--- src/rtl/ddr_seq_pkg.sv ---
package ddr_seq_pkg;

   typedef struct packed {
      logic ras_n;
      logic cas_n;
      logic we_n;
   } pin_cmd_t;

   localparam pin_cmd_t PC_NOP = 3'b111;
   localparam pin_cmd_t PC_ACT = 3'b011;
   localparam pin_cmd_t PC_REF = 3'b001;
   localparam pin_cmd_t PC_PRE = 3'b010;
   localparam pin_cmd_t PC_RD  = 3'b101;
   localparam pin_cmd_t PC_WR  = 3'b100;
   localparam pin_cmd_t PC_MRS = 3'b000;

   localparam logic [2:0] OP_ACT = 3'd0;
   localparam logic [2:0] OP_RD  = 3'd1;
   localparam logic [2:0] OP_WR  = 3'd2;
   localparam logic [2:0] OP_PRE = 3'd3;
   localparam logic [2:0] OP_REF = 3'd4;

   typedef enum logic [2:0] {
      ST_WAIT, ST_EMR, ST_MR, ST_REF1, ST_REF2, ST_RUN
   } seq_state_e;

endpackage

--- src/rtl/ddr_gap_timer.sv ---
module ddr_gap_timer #(
   parameter int unsigned GAP = 3
) (
   input  logic clk,
   input  logic rst_n,
   input  logic load,
   output logic idle
);
   localparam int unsigned W      = (GAP > 1) ? $clog2(GAP + 1) : 1;
   localparam int unsigned LOAD_I = (GAP > 1) ? GAP - 1 : 0;
   localparam logic [W-1:0] LOAD_V = LOAD_I[W-1:0];

   logic [W-1:0] cnt_q;

   always_ff @(posedge clk) begin
      if (!rst_n)             cnt_q <= '0;
      else if (load)          cnt_q <= LOAD_V;
      else if (cnt_q != '0)   cnt_q <= cnt_q - 1'b1;
   end

   assign idle = (cnt_q == '0);
endmodule

--- src/rtl/ddr_mode_word.sv ---
module ddr_mode_word #(
   parameter int unsigned ADDR_W    = 12,
   parameter int unsigned BURST_LEN = 4,
   parameter int unsigned CL_HALF   = 5
) (
   output logic [ADDR_W-1:0] base_word,
   output logic [ADDR_W-1:0] ext_word
);
   localparam logic [2:0] BL_CODE = (BURST_LEN == 2) ? 3'b001 :
                                    (BURST_LEN == 4) ? 3'b010 :
                                    (BURST_LEN == 8) ? 3'b011 : 3'b000;
   localparam logic [2:0] CL_CODE = (CL_HALF == 4) ? 3'b010 :
                                    (CL_HALF == 5) ? 3'b110 :
                                    (CL_HALF == 6) ? 3'b011 : 3'b000;

   generate
      if (BL_CODE == 3'b000) begin : g_bad_bl
         $error("ddr_mode_word: BURST_LEN must be 2, 4 or 8");
      end
      if (CL_CODE == 3'b000) begin : g_bad_cl
         $error("ddr_mode_word: CL_HALF must be 4, 5 or 6");
      end
      if (ADDR_W < 11) begin : g_bad_aw
         $error("ddr_mode_word: ADDR_W must be at least 11");
      end
   endgenerate

   always_comb begin
      base_word      = '0;
      base_word[2:0] = BL_CODE;
      base_word[6:4] = CL_CODE;
      ext_word       = '0;
   end
endmodule

--- src/rtl/ddr_bank_state.sv ---
module ddr_bank_state #(
   parameter int unsigned BA_W = 2
) (
   input  logic              clk,
   input  logic              rst_n,
   input  logic              open_en,
   input  logic              close_en,
   input  logic              close_all,
   input  logic [BA_W-1:0]   bank,
   output logic [(1<<BA_W)-1:0] open_mask
);
   localparam int unsigned NBANK = 1 << BA_W;

   generate
      for (genvar g = 0; g < NBANK; g++) begin : g_bank
         localparam logic [BA_W-1:0] ID = g[BA_W-1:0];
         always_ff @(posedge clk) begin
            if (!rst_n)
               open_mask[g] <= 1'b0;
            else if (close_all || (close_en && bank == ID))
               open_mask[g] <= 1'b0;
            else if (open_en && bank == ID)
               open_mask[g] <= 1'b1;
         end
      end
   endgenerate
endmodule

--- src/rtl/ddr_cmd_seq.sv ---
module ddr_cmd_seq
   import ddr_seq_pkg::*;
#(
   parameter int unsigned ADDR_W    = 12,
   parameter int unsigned BA_W      = 2,
   parameter int unsigned BURST_LEN = 4,
   parameter int unsigned CL_HALF   = 5,
   parameter int unsigned INIT_WAIT = 4,
   parameter int unsigned T_MRD     = 2,
   parameter int unsigned T_RP      = 3,
   parameter int unsigned T_RC      = 7,
   parameter int unsigned T_RCD     = 3
) (
   input  logic              clk,
   input  logic              rst_n,
   input  logic              req_valid,
   input  logic [2:0]        req_op,
   input  logic [BA_W-1:0]   req_bank,
   input  logic [ADDR_W-1:0] req_addr,
   input  logic              req_autopre,
   output logic              req_ready,
   output logic              init_done,
   output logic              cmd_cs_n,
   output logic              cmd_ras_n,
   output logic              cmd_cas_n,
   output logic              cmd_we_n,
   output logic [BA_W-1:0]   cmd_ba,
   output logic [ADDR_W-1:0] cmd_addr
);
   localparam int unsigned NBANK  = 1 << BA_W;
   localparam int unsigned WAIT_W = (INIT_WAIT > 0) ? $clog2(INIT_WAIT + 1) : 1;
   localparam logic [WAIT_W-1:0] WAIT_V = INIT_WAIT[WAIT_W-1:0];

   generate
      if (BA_W != 2) begin : g_bad_ba
         $error("ddr_cmd_seq: the device has four banks, BA_W must be 2");
      end
   endgenerate

   seq_state_e        st_q, st_d;
   logic [WAIT_W-1:0] wait_q;
   pin_cmd_t          pins_q, pins_d;
   logic [BA_W-1:0]   ba_q, ba_d;
   logic [ADDR_W-1:0] addr_q, addr_d;
   logic              cs_q, done_q;

   logic ld_mrd, ld_rp, ld_rc, ld_rcd;
   logic mrd_idle, rp_idle, rc_idle, rcd_idle;
   logic open_en, close_en, close_all;
   logic [NBANK-1:0]  open_mask;
   logic [ADDR_W-1:0] base_word, ext_word;
   logic              accept_ok;

   ddr_mode_word #(.ADDR_W(ADDR_W), .BURST_LEN(BURST_LEN), .CL_HALF(CL_HALF))
      u_words (.base_word(base_word), .ext_word(ext_word));

   ddr_gap_timer #(.GAP(T_MRD)) u_mrd (.clk(clk), .rst_n(rst_n), .load(ld_mrd), .idle(mrd_idle));
   ddr_gap_timer #(.GAP(T_RP))  u_rp  (.clk(clk), .rst_n(rst_n), .load(ld_rp),  .idle(rp_idle));
   ddr_gap_timer #(.GAP(T_RC))  u_rc  (.clk(clk), .rst_n(rst_n), .load(ld_rc),  .idle(rc_idle));
   ddr_gap_timer #(.GAP(T_RCD)) u_rcd (.clk(clk), .rst_n(rst_n), .load(ld_rcd), .idle(rcd_idle));

   ddr_bank_state #(.BA_W(BA_W)) u_banks (
      .clk(clk), .rst_n(rst_n), .open_en(open_en), .close_en(close_en),
      .close_all(close_all), .bank(req_bank), .open_mask(open_mask));

   // request legality in the running state
   always_comb begin
      case (req_op)
         OP_ACT:        accept_ok = !open_mask[req_bank] && rc_idle && rp_idle;
         OP_RD, OP_WR:  accept_ok = open_mask[req_bank] && rcd_idle;
         OP_PRE:        accept_ok = 1'b1;
         OP_REF:        accept_ok = (open_mask == '0) && rc_idle && rp_idle && mrd_idle;
         default:       accept_ok = 1'b0;
      endcase
   end

   always_comb begin
      st_d      = st_q;
      pins_d    = PC_NOP;
      ba_d      = '0;
      addr_d    = '0;
      ld_mrd    = 1'b0;
      ld_rp     = 1'b0;
      ld_rc     = 1'b0;
      ld_rcd    = 1'b0;
      open_en   = 1'b0;
      close_en  = 1'b0;
      close_all = 1'b0;
      req_ready = 1'b0;
      unique case (st_q)
         ST_WAIT: if (wait_q == '0) begin
            pins_d     = PC_PRE;
            addr_d[10] = 1'b1;
            ld_rp      = 1'b1;
            close_all  = 1'b1;
            st_d       = ST_EMR;
         end
         ST_EMR: if (rp_idle && mrd_idle) begin
            pins_d = PC_MRS;
            ba_d   = BA_W'(1);
            addr_d = ext_word;
            ld_mrd = 1'b1;
            st_d   = ST_MR;
         end
         ST_MR: if (mrd_idle) begin
            pins_d = PC_MRS;
            addr_d = base_word;
            ld_mrd = 1'b1;
            st_d   = ST_REF1;
         end
         ST_REF1: if (rp_idle && mrd_idle && rc_idle) begin
            pins_d = PC_REF;
            ld_rc  = 1'b1;
            st_d   = ST_REF2;
         end
         ST_REF2: if (rc_idle) begin
            pins_d = PC_REF;
            ld_rc  = 1'b1;
            st_d   = ST_RUN;
         end
         ST_RUN: begin
            req_ready = accept_ok;
            if (req_valid && accept_ok) begin
               case (req_op)
                  OP_ACT: begin
                     pins_d  = PC_ACT;
                     ba_d    = req_bank;
                     addr_d  = req_addr;
                     open_en = 1'b1;
                     ld_rcd  = 1'b1;
                  end
                  OP_RD, OP_WR: begin
                     pins_d     = (req_op == OP_RD) ? PC_RD : PC_WR;
                     ba_d       = req_bank;
                     addr_d     = req_addr;
                     addr_d[10] = req_autopre;
                     close_en   = req_autopre;
                     ld_rp      = req_autopre;
                  end
                  OP_PRE: begin
                     pins_d     = PC_PRE;
                     ba_d       = req_bank;
                     addr_d[10] = req_autopre;
                     close_all  = req_autopre;
                     close_en   = !req_autopre;
                     ld_rp      = 1'b1;
                  end
                  default: begin
                     pins_d = PC_REF;
                     ld_rc  = 1'b1;
                  end
               endcase
            end
         end
         default: st_d = ST_WAIT;
      endcase
   end

   always_ff @(posedge clk) begin
      if (!rst_n) begin
         st_q   <= ST_WAIT;
         wait_q <= WAIT_V;
         pins_q <= PC_NOP;
         ba_q   <= '0;
         addr_q <= '0;
         cs_q   <= 1'b1;
         done_q <= 1'b0;
      end else begin
         st_q   <= st_d;
         if (st_q == ST_WAIT && wait_q != '0) wait_q <= wait_q - 1'b1;
         pins_q <= pins_d;
         ba_q   <= ba_d;
         addr_q <= addr_d;
         cs_q   <= 1'b0;
         done_q <= (st_d == ST_RUN);
      end
   end

   assign init_done = done_q;
   assign cmd_cs_n  = cs_q;
   assign cmd_ras_n = pins_q.ras_n;
   assign cmd_cas_n = pins_q.cas_n;
   assign cmd_we_n  = pins_q.we_n;
   assign cmd_ba    = ba_q;
   assign cmd_addr  = addr_q;
endmodule

--- config.mk ---
export PLATFORM = sky130hd
export DESIGN_NAME = ddr_cmd_seq
export DESIGN_NICKNAME = d
export VERILOG_FILES = /design/src/rtl/ddr_seq_pkg.sv /design/src/rtl/ddr_gap_timer.sv /design/src/rtl/ddr_mode_word.sv /design/src/rtl/ddr_bank_state.sv /design/src/rtl/ddr_cmd_seq.sv
export SDC_FILE = /design/constraint.sdc
export NUM_CORES = 1
export LEC_CHECK = 0
export BUFFER_PORTS_ARGS = -buffer_cell sky130_fd_sc_hd__buf_2
export CAP_MARGIN = 15
export CORE_MARGIN = 2
export CORE_UTILIZATION = 50
export CTS_CLUSTER_SIZE = 28
export DETAILED_ROUTE_END_ITERATION = 7
export PLACE_DENSITY = 0.74
export SYNTH_ARGS = -nofsm -noshare
export SYNTH_HDL_FRONTEND = slang
export SYNTH_SLANG_ARGS = --single-unit
export TNS_END_PERCENT = 1
--- constraint.sdc ---
create_clock -name clk -period 3.6 [get_ports clk]
set_input_delay 0 -clock clk [delete_from_list [all_inputs] [get_ports clk]]
set_output_delay 0 -clock clk [all_outputs]
set_load 0.02 [all_outputs]
After elaboration in Yosys (flattened, before gate mapping)
Cells that the tools add are included.

Reductions and logical operators: 54. Bitwise gates (word level): 1. $lt $le $gt $ge: 1. Mux-type cells: 61. Eq/ne operators: 13. Add/subtract/negate cells: 5.

Operator list (number): 3-bit 2-to-1 mux (13); 3-bit case mux with 6 select lines (2); 1-bit 2-to-1 mux (23); 10-bit case mux with 2 select lines (1); 1-bit logical AND (18); 2-bit OR reduction (9); 1-bit case mux with 2 select lines (7); 2-bit nonzero test (7); 3-bit by 2-bit equality test with 1-bit output, second input constant (4); 3-bit equality test, second input constant (4); 3-bit logical NOT (4); 12-bit 2-to-1 mux (1); 2-bit 2-to-1 mux (6); 10-bit 2-to-1 mux (1); 3-bit case mux with 3 select lines (1); 2-bit logical NOT (4); 7-bit 2-to-1 mux (1); 3-bit by 1-bit equality test with 1-bit output, second input constant (2); 1-bit case mux with 3 select lines (2); 3-bit nonzero test (2); 3-bit OR reduction (2); 2-bit by 1-bit subtractor with 2-bit output, second input constant (3); 3-bit by 1-bit subtractor with 3-bit output, second input constant (2); 2-bit equality test, second input constant (2); 10 further kinds (14).

Word-level logic and storage cells: 156. Input port bits: 21. Register bits: 38. Output and inout bits: 20.

Logic depth before layout (Yosys ltp)
Word-level depth: 12. Depth in mapped cells: 8. Mapped depth without buffers: 7.

By module
From an unflattened synthesis, not the netlist that was laid out.

Cell total of the unflattened synthesis: 243. Area, all modules: 2250.9 um^2.

By module, submodules not included: ddr_cmd_seq (cells an instance 160, sequential area each 500.5 um^2, area each 1468.9 um^2, times used 1); ddr_mode_word (cells an instance 26, sequential area each 0.0 um^2, area each 187.7 um^2, times used 1); ddr_bank_state (cells an instance 19, sequential area each 80.1 um^2, area each 185.2 um^2, times used 1); ddr_gap_timer (u_rc) (cells an instance 15, sequential area each 60.1 um^2, area each 160.2 um^2, times used 1); ddr_gap_timer (u_rcd ...) (cells an instance 6, sequential area each 40.0 um^2, area each 67.6 um^2, times used 2); ddr_gap_timer (u_mrd) (cells an instance 11, sequential area each 40.0 um^2, area each 113.9 um^2, times used 1).

Worst setup path after synthesis
OpenSTA, ideal clock, no wires.

Kind: reg-to-reg. Start point: reg u_mrd.cnt_q[0]. End point: reg addr_q[10] (netlist: cmd_addr[10]). Slack: 1.574 ns. Cell stages (with the launch flop): 9. Setup time: 0.104 ns. Data required time: 3.496 ns. Arrival: 1.922 ns. Path buffers: 1. Clock period less this slack: 2.026 ns. Cell sequence: dfxtp_1 -> inv_1 -> ha_1 -> buf_4 -> nor3b_4 -> nand4_1 -> a211oi_4 -> o21ai_1 -> a2111oi_2.

Cells in the longest elaborated chain, start to end: 6.

RTL lines: start: declaration (RTL line ddr_gap_timer.sv:13) `logic [W-1:0] cnt_q;`; start signal: assignment (RTL line ddr_gap_timer.sv:18) `else if (cnt_q != '0) cnt_q <= cnt_q - 1'b1;`; 2-bit logical NOT (RTL line ddr_gap_timer.sv:21) `assign idle = (cnt_q == '0);`; 1-bit logical AND (RTL line ddr_cmd_seq.sv:72) `OP_REF: accept_ok = (open_mask == '0) && rc_idle && rp_idle && mrd_idle;`; 1-bit case mux with 4 select lines (RTL line ddr_cmd_seq.sv:68) `case (req_op)`; 1-bit logical AND (RTL line ddr_cmd_seq.sv:123) `if (req_valid && accept_ok) begin`; 12-bit 2-to-1 mux (RTL line ddr_cmd_seq.sv:123); 1-bit case mux with 3 select lines (RTL line ddr_cmd_seq.sv:90) `unique case (st_q)`; end signal: assignment (RTL line ddr_cmd_seq.sv:173) `addr_q <= addr_d;`; end: declaration (RTL line ddr_cmd_seq.sv:44) `logic [ADDR_W-1:0] addr_q, addr_d;`.

Every way passes these cells. A chain may end at the register's enable or synchronous reset.

Final worst setup path
Start point: reg u_rc.cnt_q[1]. End point: reg addr_q[10] (netlist: cmd_addr[10]).

Cells in the longest elaborated chain, start to end: 8. Elaborated cells between the ends (all ways): 10. Those cells by class: 3 x mux; 7 x reduce/logical.

RTL lines (RTL line): start: declaration (ddr_gap_timer.sv:13); start signal: assignment (ddr_gap_timer.sv:18); 3-bit logical NOT (*) (ddr_gap_timer.sv:21); 1-bit logical AND (3 in a row) (ddr_cmd_seq.sv:72); 1-bit case mux with 4 select lines (*) (ddr_cmd_seq.sv:68); 1-bit logical AND (*) (ddr_cmd_seq.sv:123); 12-bit 2-to-1 mux (*) (ddr_cmd_seq.sv:123); 1-bit case mux with 3 select lines (*) (ddr_cmd_seq.sv:90).

Every way passes the cells marked *; elsewhere a longest branch is shown, timed or not.

==> flow_summary_export.csv <==
group,metric,value,unit
floorplan,start_util,52.5,%
yosys,synthFlopType,"dfxtp_1",
route,vias,1746,
setup_path,reg2reg_setup_slack,1.22,ns
floorplan,dieHeight,66.2,um
floorplan,ios,41,
placement,port_buffers,40,
clock_tree,cts_tree,"done",
pwr,total_power,1.41,mW
route,wl,4470,um
global_routing,antenna_found_initial,0,
layout,layout-drive-gt1-share,21.0,%
global_routing,grt_busiest_layer,"met2",
route,route.detailed.drc,0,
placement,dp_hpwl,2930,um
global_routing,grtUsageTotal,22.2,%
timing,worstMarginPinSlew,0.599,ns
setup_path,crit_path_max_fanout,11,
setup_path,crit_type,"reg -> reg",
yosys,synth_enable_flop_cells,0,
timing,slew_headroom,60.0,%
pwr,comb_power_share,38.1,%
yosys,synth_top_area_share,39.3,%
layout,fillers,333,
global_routing,met1_usage,27.2,%
yosys,synth_top_area_cell,"dfxtp_1",
setup_path,crit_arrival,2.59,ns
layout,fin_nets,296,
setup_path,critPathMaxStageDelay,0.46,ns
layout,final_cell_area,2340,um2
yosys,synth_cell_types,57,
floorplan,rows,22,
flow_run,cap_violations,0,
layout,multi_input_area,1050,um2
setup_path,critical-path-top-delay-family,"compound AO/OA/AOI/OAI gates",
placement,post_dp_cell_area,2130,um2
pwr,power_frac_clock,22.0,%
min_path,min-delay-start,"rst_n",
min_path,min_path_type,"in -> reg",
pwr,swShare,38.0,%
yosys,async_reset_ff_share,0,%
setup_path,worst-path-buf-inv,0,
setup_path,r2r_cells,7,
timing,setup_tns,0,ns
yosys,postSynthAreaPerCell,8.60,um2
min_path,min_path_cells,2,
pwr,p_per_area,605,nW/um2
clock_tree,root_buffer,"clkbuf_8",
min_path,hold-path-endpoint,"wait_q[2]$_SDFFE_PN1P_",
route,drt_pass1_iterations,4,
outcome,status,"completed",
yosys,syn_area,1940,um2
floorplan,die_area,4390,um2
global_routing,grt_pass1_vias,1632,
yosys,ys_warn_count,0,
setup_path,end_kind,"register",
timing,timing.fmax,420,MHz
timing,fin_crit_sh,66.2,%
route,viasPerCell,5.47,
timing,worst_clock_skew,0.00362,ns
pwr,p_seq_share,39.9,%
timing,rsz0062_at_grt,"no",
pwr,p_int,877,uW
layout,diodes,0,
global_routing,grt_pass1_wl,7420,um
setup_path,r2r_end,"cmd_addr[10]$_SDFF_PN0_",
clock_tree,clk_latency,0.30,ns
layout,layout.cells.non_filler,319,
timing,setup_viol,0,
clock_tree,clk_pin_slew_worst_paths,0.08,ns
pwr,ir_worst_vdd,0.000315,V
yosys,syn-num-nets,251,
route,drt_iter0_markers,76,
timing,slew_violations,0,
layout,regArea,761,um2
layout,synthToLayoutAreaGrowth,20.7,%
setup_path,worstPathCellList,"nor2_1 > ha_1 > nor3b_1 > nand4_1 > a211oi_4 > o21ai_1 > a2111oi_2",
yosys,synth_cells,225,
clock_tree,cts.path.max_buffers,2,
floorplan,fp.coreArea,3690,um2
placement,gp_congestion,0.836,
floorplan,die_x,66.2,um
setup_path,r2r_start,"u_rc.cnt_q[1]$_SDFFE_PN0P_",
pwr,p_sw,537,uW
route,ant_nets,0,
route,post_drt_wl_per_cell,14.0,um
setup_path,critPathLaunchType,"register",
yosys,ys_ff_latch,38,
clock_tree,htreeDepth,2,
timing,hold_violations,0,
setup_path,slowest_stage,"a211oi_4",
timing,period_minus_slack,2.38,ns
yosys,synth_area_leaders,"dfxtp_1, nand2_1, nor2_1",
global_routing,grt_max_degree,19,
placement,dp.cells,300,
global_routing,globalRouteMet2Util,37.4,%
setup_path,worstPathRequired,3.80,ns
clock_tree,cts_buffers,5,
global_routing,grt-ovfl-total,0,
pwr,leakage,1.01,nW
clock_tree,numClockSinks,38,
yosys,ys_seq_area_share,39.3,%
global_routing,grtUsageMet3,4.43,%
-- worst reg2reg max path, stage by stage (launching register included) --
cell and delay (ns):
dfxtp_1 0.32, nor2_1 0.15, ha_1 0.39, nor3b_1 0.27, nand4_1 0.20, a211oi_4 0.46, o21ai_1 0.16, a2111oi_2 0.35
-- per-stage QoR --
stage,hold WS [ns],util (%),setup slack [ns]
floorplan,0.114,-,1.57
global placement,0.214,57.8,1.29
detailed placement,0.216,57.8,1.23
CTS,0.0309,63.4,1.21
global route,0.0417,63.4,1.00
finish,0.0278,63.4,1.22
-- layer usage --
metal  wire (um)  vias to the layer above
met5           0                        -
met4          74                        0
met3         155                        8
met2        2200                       30
met1        2050                      813
li1            -                      895
-- worst max-delay path by stage --
| stage | from | endpoint | slack, ns | cells after the start |
|---|---|---|---|---|
| final | u_rc.cnt_q[1]$_SDFFE_PN0P_ | cmd_addr[10]$_SDFF_PN0_ | 1.22 | 7 |
| after global routing | u_rc.cnt_q[1]$_SDFFE_PN0P_ | cmd_addr[10]$_SDFF_PN0_ | 1.00 | 7 |
| after CTS | u_rc.cnt_q[1]$_SDFFE_PN0P_ | cmd_addr[10]$_SDFF_PN0_ | 1.21 | 7 |
| after detailed placement | u_rc.cnt_q[1]$_SDFFE_PN0P_ | cmd_addr[10]$_SDFF_PN0_ | 1.23 | 7 |
| after global placement | u_rc.cnt_q[1]$_SDFFE_PN0P_ | cmd_addr[10]$_SDFF_PN0_ | 1.29 | 7 |
| after floorplan | u_mrd.cnt_q[0]$_SDFFE_PN0P_ | cmd_addr[10]$_SDFF_PN0_ | 1.57 | 8 |
-- state kept, by name (all words and copies together), names as in the netlist --
| signal | cells |
|---|---|
| u_rp.cnt_q | 2 |
| u_banks.open_mask | 4 |
| u_rc.cnt_q | 3 |
| wait_q | 3 |
| cmd_we_n | 1 |
| cmd_cs_n | 1 |
| u_mrd.cnt_q | 2 |
| init_done | 1 |
| cmd_cas_n | 1 |
| st_q | 3 |
| cmd_addr | 12 |
| u_rcd.cnt_q | 2 |
| cmd_ras_n | 1 |
| cmd_ba | 2 |
-- area by class of cell --
class                           count  share of cell area [%]
Clock inverter                      2                   0.535
Sequential cell                    38                    32.5
Clock buffer                        6                    3.53
Multi-Input combinational cell    159                    45.1
Inverter                           15                    2.41
Timing Repair Buffer               51                    13.3
Tap cell                           48                    2.57
-- cell usage after synthesis, types with 3 or more instances --
cell and n:
and3_1 3, buf_2 3, a211oi_1 5, dfxtp_1 38, a21oi_1 10, nand4_1 3, o21a_1 6, o21ai_0 10
a221oi_1 5, clkbuf_1 8, nand2b_1 3, nor3_1 7, nor2b_1 7, nor2_1 20, a41o_1 4, inv_1 14
ha_1 5, xor2_1 4, nand2_1 26
-- power groups by stage --
| stage | logic [mW] | registers (mW) | clock network [mW] |
|---|---|---|---|
| after floorplan | 0.409 | 0.574 | 0 |
| after global placement | 0.514 | 0.572 | 0 |
| after detailed placement | 0.522 | 0.573 | 0 |
| after CTS | 0.537 | 0.563 | 0.315 |
| after global routing | 0.599 | 0.576 | 0.333 |
| final | 0.538 | 0.564 | 0.311 |
-- cells in the final DEF (no fill, tap or decap), types with 3 or more instances in the layout --
| cell type | instances |
|---|---|
| a41o_1 | 4 |
| ha_1 | 5 |
| clkbuf_8 | 6 |
| inv_1 | 14 |
| nor2_1 | 20 |
| a211oi_1 | 5 |
| o21a_1 | 6 |
| and3_1 | 3 |
| dlygate4sd3_1 | 11 |
| nor3_1 | 7 |
| nand4_1 | 3 |
| o21ai_0 | 10 |
| nor2b_1 | 7 |
| nand2b_1 | 3 |
| nand2_1 | 26 |
| dfxtp_1 | 38 |
| a21oi_1 | 10 |
| xor2_1 | 4 |
| buf_2 | 40 |
| a221oi_1 | 5 |
-- cells by family (layout without fill, tap and decap cells) --
| group | count (synthesis) | count (layout) | share of synthesized area (%) |
|---|---|---|---|
| AO/OA/AOI/OAI | 60 | 60 | 23.2 |
| flip-flops | 38 | 38 | 39.3 |
| buffers and inverters | 28 | 74 | 6.21 |
| AND/OR/NAND/NOR | 86 | 86 | 23.5 |
| XOR/XNOR | 5 | 5 | 2.26 |
| multiplexers | 2 | 2 | 1.75 |
| adder cells (fa/ha/maj) | 6 | 6 | 3.75 |
-- timing repair --
item	CTS	global route
gates resized for setup	0	0
hold buffers	11	0
setup buffers	0	0
endpoints found under the hold margin	11	0
(Power assumes the default switching activity.)
